--- src/rtl/lpm_pkg.sv ---
package lpm_pkg;

  typedef enum logic [1:0] {
    ST_RUN   = 2'b00,
    ST_HALT  = 2'b01,
    ST_SLEEP = 2'b10
  } lpm_state_e;

  // Packed view of the pin-level outputs
  typedef struct packed {
    logic core_clk_en;
    logic dma_clk_en;
    logic refresh_en;
    logic halt_n;
    logic m1_n;
    logic st_n;
    logic bus_force_hi;
    logic fetch_repeat;
  } lpm_pins_t;

endpackage

--- src/rtl/lpm_rst_sync.sv ---
module lpm_rst_sync #(
  parameter int STAGES = 2
) (
  input  logic clk,
  input  logic rst_n,
  output logic rst_sync_n
);

  logic [STAGES-1:0] sync_q;

  always_ff @(posedge clk or negedge rst_n) begin
    if (!rst_n) begin
      sync_q <= '0;
    end else begin
      sync_q <= {sync_q[STAGES-2:0], 1'b1};
    end
  end

  assign rst_sync_n = sync_q[STAGES-1];

endmodule

--- src/rtl/lpm_wake.sv ---
module lpm_wake #(
  parameter int NUM_EXT = 3
) (
  input  logic               nmi_req,
  input  logic               onchip_irq,
  input  logic [NUM_EXT-1:0] ext_irq,
  input  logic [NUM_EXT-1:0] ext_irq_en,
  output logic               wake_halt,
  output logic               wake_sleep
);

  logic [NUM_EXT-1:0] ext_qual;

  genvar gi;
  generate
    for (gi = 0; gi < NUM_EXT; gi++) begin : g_qual
      assign ext_qual[gi] = ext_irq[gi] & ext_irq_en[gi];
    end
  endgenerate

  // Halt honours the per-line enables; sleep accepts any raw external line
  always_comb begin
    wake_halt  = nmi_req | onchip_irq | (|ext_qual);
    wake_sleep = nmi_req | onchip_irq | (|ext_irq);
  end

endmodule

--- src/rtl/lpm_fsm.sv ---
module lpm_fsm
  import lpm_pkg::*;
(
  input  logic       clk,
  input  logic       rst_n,
  input  logic       halt_op,
  input  logic       sleep_op,
  input  logic       sleep_ok,
  input  logic       wake_halt,
  input  logic       wake_sleep,
  output lpm_state_e state_q
);

  lpm_state_e state_d;
  logic       state_en;

  always_comb begin
    state_d = state_q;
    unique case (state_q)
      ST_RUN: begin
        if (halt_op) begin
          state_d = ST_HALT;
        end else if (sleep_op && sleep_ok) begin
          state_d = ST_SLEEP;
        end
      end
      ST_HALT: begin
        if (wake_halt) begin
          state_d = ST_RUN;
        end
      end
      ST_SLEEP: begin
        if (wake_sleep) begin
          state_d = ST_RUN;
        end
      end
      default: state_d = ST_RUN;
    endcase
  end

  assign state_en = (state_d != state_q);

  always_ff @(posedge clk or negedge rst_n) begin
    if (!rst_n) begin
      state_q <= ST_RUN;
    end else if (state_en) begin
      state_q <= state_d;
    end
  end

endmodule

--- src/rtl/lpm_outdec.sv ---
module lpm_outdec
  import lpm_pkg::*;
(
  input  lpm_state_e state,
  input  logic       bus_grant,
  output lpm_pins_t  pins
);

  always_comb begin
    pins = '{core_clk_en: 1'b1, dma_clk_en: 1'b1, refresh_en: 1'b1,
             halt_n: 1'b1, m1_n: 1'b1, st_n: 1'b1,
             bus_force_hi: 1'b0, fetch_repeat: 1'b0};
    unique case (state)
      ST_HALT: begin
        pins.halt_n       = 1'b0;
        pins.m1_n         = 1'b0;
        pins.st_n         = 1'b0;
        pins.fetch_repeat = 1'b1;
      end
      ST_SLEEP: begin
        pins.core_clk_en  = 1'b0;
        pins.dma_clk_en   = 1'b0;
        pins.refresh_en   = 1'b0;
        pins.halt_n       = 1'b0;
        pins.bus_force_hi = ~bus_grant;
      end
      default: ;
    endcase
  end

endmodule

--- src/rtl/lpm_ctrl.sv ---
module lpm_ctrl
  import lpm_pkg::*;
#(
  parameter int NUM_EXT     = 3,
  parameter int NUM_CTL     = 3,
  parameter int SYNC_STAGES = 2
) (
  input  logic               clk,
  input  logic               rst_n,
  input  logic               halt_op,
  input  logic               sleep_op,
  input  logic [NUM_CTL-1:0] ctl_bits,
  input  logic               nmi_req,
  input  logic [NUM_EXT-1:0] ext_irq,
  input  logic [NUM_EXT-1:0] ext_irq_en,
  input  logic               onchip_irq,
  input  logic               bus_grant,
  output logic [1:0]         state_o,
  output logic               core_clk_en,
  output logic               dma_clk_en,
  output logic               refresh_en,
  output logic               halt_n,
  output logic               m1_n,
  output logic               st_n,
  output logic               bus_force_hi,
  output logic               fetch_repeat
);

  logic       rst_core_n;
  logic       wake_halt;
  logic       wake_sleep;
  logic       sleep_ok;
  lpm_state_e state;
  lpm_pins_t  pins;

  lpm_rst_sync #(.STAGES(SYNC_STAGES)) u_rst_sync (
    .clk        (clk),
    .rst_n      (rst_n),
    .rst_sync_n (rst_core_n)
  );

  lpm_wake #(.NUM_EXT(NUM_EXT)) u_wake (
    .nmi_req    (nmi_req),
    .onchip_irq (onchip_irq),
    .ext_irq    (ext_irq),
    .ext_irq_en (ext_irq_en),
    .wake_halt  (wake_halt),
    .wake_sleep (wake_sleep)
  );

  assign sleep_ok = ~|ctl_bits;

  lpm_fsm u_fsm (
    .clk        (clk),
    .rst_n      (rst_core_n),
    .halt_op    (halt_op),
    .sleep_op   (sleep_op),
    .sleep_ok   (sleep_ok),
    .wake_halt  (wake_halt),
    .wake_sleep (wake_sleep),
    .state_q    (state)
  );

  lpm_outdec u_outdec (
    .state     (state),
    .bus_grant (bus_grant),
    .pins      (pins)
  );

  assign state_o      = state;
  assign core_clk_en  = pins.core_clk_en;
  assign dma_clk_en   = pins.dma_clk_en;
  assign refresh_en   = pins.refresh_en;
  assign halt_n       = pins.halt_n;
  assign m1_n         = pins.m1_n;
  assign st_n         = pins.st_n;
  assign bus_force_hi = pins.bus_force_hi;
  assign fetch_repeat = pins.fetch_repeat;

endmodule

--- config.mk ---
export PLATFORM = sky130hd
export DESIGN_NAME = lpm_ctrl
export DESIGN_NICKNAME = d
export VERILOG_FILES = /design/src/rtl/lpm_pkg.sv /design/src/rtl/lpm_rst_sync.sv /design/src/rtl/lpm_wake.sv /design/src/rtl/lpm_fsm.sv /design/src/rtl/lpm_outdec.sv /design/src/rtl/lpm_ctrl.sv
export SDC_FILE = /design/constraint.sdc
export NUM_CORES = 1
export LEC_CHECK = 0
export ABC_AREA = 1
export BUFFER_PORTS_ARGS = -buffer_cell sky130_fd_sc_hd__buf_4
export CAP_MARGIN = 20
export CORE_AREA = 2 2 39 41
export CTS_CLUSTER_DIAMETER = 60
export CTS_CLUSTER_SIZE = 30
export DETAILED_ROUTE_END_ITERATION = 16
export DIE_AREA = 0 0 41 43
export MAX_ROUTING_LAYER = met4
export SYNTH_ARGS = -nofsm -noshare
export SYNTH_HDL_FRONTEND = slang
export SYNTH_SLANG_ARGS = --single-unit
--- constraint.sdc ---
create_clock -name clk -period 1.6 [get_ports clk]
set_input_delay 0.16 -clock clk [delete_from_list [all_inputs] [get_ports clk]]
set_output_delay 0.16 -clock clk [all_outputs]
set_load 0.05 [all_outputs]
==> results.cfg <==
[flow_run]
drv_cap = 0

[global_route]
grt_pass1_vias = 337
grt_start_max_net_pins = 7
grt_overflow = 0
grt_first_pass_wirelength_mm = 1.30
antenna_found_initial = 0
grt_usage_pct = 10.8

[sta]
fin_setup_tns_ns = 0
finalHoldViolCount = 0
post-route-period-util_pct = 90.6
skew_ns = 0.00634
period_needed_ns = 1.45
setup_viol = 0
whs_ns = 0.0120
clock.fmax_ghz = 0.690
rsz0062_at_grt = false
drv_slew = 0

[detailed_routing]
drc = 0
vias = 349
drt_first_pass_iters = 2
postRouteAntennaNets = 0
routed_via_density = 3.88
drt_wl_total_um = 696
wl_per_cell_um = 7.73
drt_iter0_drc = 1

[worst_setup_path]
cp-end-kind = output pin
worstPathRequired_ns = 1.44
crit_path_start_kind = flop
cp_slowest_cell = dfrtp_2
cp.depth = 4
r2r_cells = 8
r2r_slack_ns = 0.30
crit_fanout = 5
cpPeakStageDelay_ns = 0.42
crit_family = flip-flops
critPathArrivalTime_ns = 1.29
path_class = flop to output pin
crit_buf_inv = 3
cp_common_cell = inv_1
cp_cell_sequence = inv_1 -> ha_1 -> inv_1 -> buf_4

[logic_synthesis]
synth_cell_types = 12
syn_avg_cell_area_sq_um = 6.92
synthTopCellsByArea = dfrtp_1, ha_1, nand2_1
yosysMostFrequentCell = nand2_1
synth-main-ff-cell = dfrtp_1
synthesis.area_sq_um = 325
synth_fp_nets = 67
yosys_warnings = 0
synth_edf_count = 0
syn_inst = 47
synth_largest_area_cell = dfrtp_1
synth_top_area_share_pct = 30.8
ys_ff_latch = 4
ys_seq_area_share_pct = 30.8
synthArstFlopShare_pct = 100
yosys-top-cells-count = nand2_1, inv_1, dfrtp_1, ha_1, nor2_1

[status]
status = complete, no violations

[clock_tree]
cts_num_sinks = 4
cts-resized-gates = 0
insertion_delay_ns = 0.23
cts_made_buffers = 3
path_clk_slew_ns = 0.04
cts_root_buffer = clkbuf_4
clockBufferDepth = 2
cts_tree = built
cts.htree.levels = 1

[layout]
diodes = 0
regArea_sq_um = 103
drive_above_1_share_pct = 48.6
multiInputGateArea_sq_um = 173
final_core_util_pct = 41.0
layout.nets = 95
syn2layout_area_growth_pct = 74.2
num-fill-cells = 151

[pwr]
power_density_nw_per_um2 = 1480
vdd_drop_max_mv = 0.824
p_leak_nw = 0.325

[placed_design]
dp_hpwl_um = 632
io_buffers = 25
gp_congestion = 0.726

[die]
initial_core_util_pct = 23.5
die_w_um = 41
coreArea_sq_um = 1380
die_h_um = 43
io_pins = 26
rows = 14
die_area_sq_um = 1760

[hold_path]
hold_path.class = flop to async pin
==> cells by family (layout without fill, tap and decap cells) <==
kind of cell / Yosys count / in the layout / share of synthesized area [%]
adder cells (fa/ha/maj): 4 / 4 / 15.4
AND/OR/NAND/NOR: 20 / 20 / 27.3
buffers and inverters: 15 / 42 / 20.8
AO/OA/AOI/OAI: 3 / 3 / 4.61
flip-flops: 4 / 4 / 30.8
other: 1 / 1 / 1.15
==> placed cells by master, fill, tap and decap left out <==
master / instances
a21oi_1: 3
buf_4: 25
clkbuf_1: 1
clkbuf_4: 3
conb_1: 1
dfrtp_1: 2
dfrtp_2: 2
dlygate4sd3_1: 1
ha_1: 3
ha_4: 1
inv_1: 10
inv_2: 1
inv_4: 1
nand2_1: 11
nand2_2: 1
nand3_1: 3
nor2_1: 3
nor2_2: 1
nor2_4: 1
==> report_power, final <==
group | total (mW) | switching (mW) | internal, mW
Clock | 0.134 | 0.0401 | 0.0935
Sequential | 0.150 | 0.0292 | 0.121
Combinational | 0.557 | 0.374 | 0.183
Total | 0.840 | 0.443 | 0.398
==> worst paths after layout <==
kind | startpoint | end
worst max-delay path | u_fsm.state_q[1] | halt_n
max in group asynchronous | rst_n | u_rst_sync.sync_q[1]
worst min-delay path | u_rst_sync.sync_q[1] | u_fsm.state_q[1]
worst max register to register | u_fsm.state_q[1] | u_fsm.state_q[1]
min in group clk | halt_op | u_fsm.state_q[1]
worst min register to register | u_rst_sync.sync_q[1] | u_fsm.state_q[1]
==> registers in the layout, indices dropped and copies added, names as in the netlist <==
signal             count
u_rst_sync.sync_q      2
u_fsm.state_q          2
==> cell type report <==
type / instances / share of cell area [%]
repair buffers: 26 / 34.9
multi-input cells: 28 / 30.5
flip-flops and latches: 4 / 18.1
inverters: 12 / 8.39
clock buffers: 4 / 4.64
well taps: 16 / 3.53
==> worst register-to-register path, delay by kind of cell, from the launching register on <==
kind | cells | cell delay [ns]
AOI/OAI and AO/OA | 1 | 0.12
adders and majority gates | 1 | 0.18
buffers and inverters | 2 | 0.18
DFF | 1 | 0.42
and+or+nand+nor | 4 | 0.31
==> routing by layer <==
| layer | track usage (%) | vias to the layer above | wire length [um] |
|---|---|---|---|
| met5 | - | - | 0 |
| met2 | 17.8 | 11 | 390 |
| met1 | 11.4 | 149 | 252 |
| li1 | - | 189 | - |
| met3 | 4.71 | 0 | 54 |
| met4 | 2.00 | 0 | 0 |
==> timing repair <==
action | CTS | global route
buffers inserted | 0 | 0
endpoints found under the hold margin | 2 | 0
hold buffers | 1 | 0
==> metrics by stage <==
stage | area, sq um | total power, mW | cells | setup WS (ns)
2_1_floorplan | 345 | 0.574 | 47 | 0.0320
3_3_place_gp | 531 | 0.707 | 85 | 0.313
3_5_place_dp | 531 | 0.713 | 85 | 0.284
4_1_cts | 567 | 0.855 | 90 | 0.128
5_1_grt | 567 | 0.910 | 90 | 0.0591
6_report | 567 | 0.840 | 90 | 0.150
No activity file was read; power rests on OpenSTA's default activity.
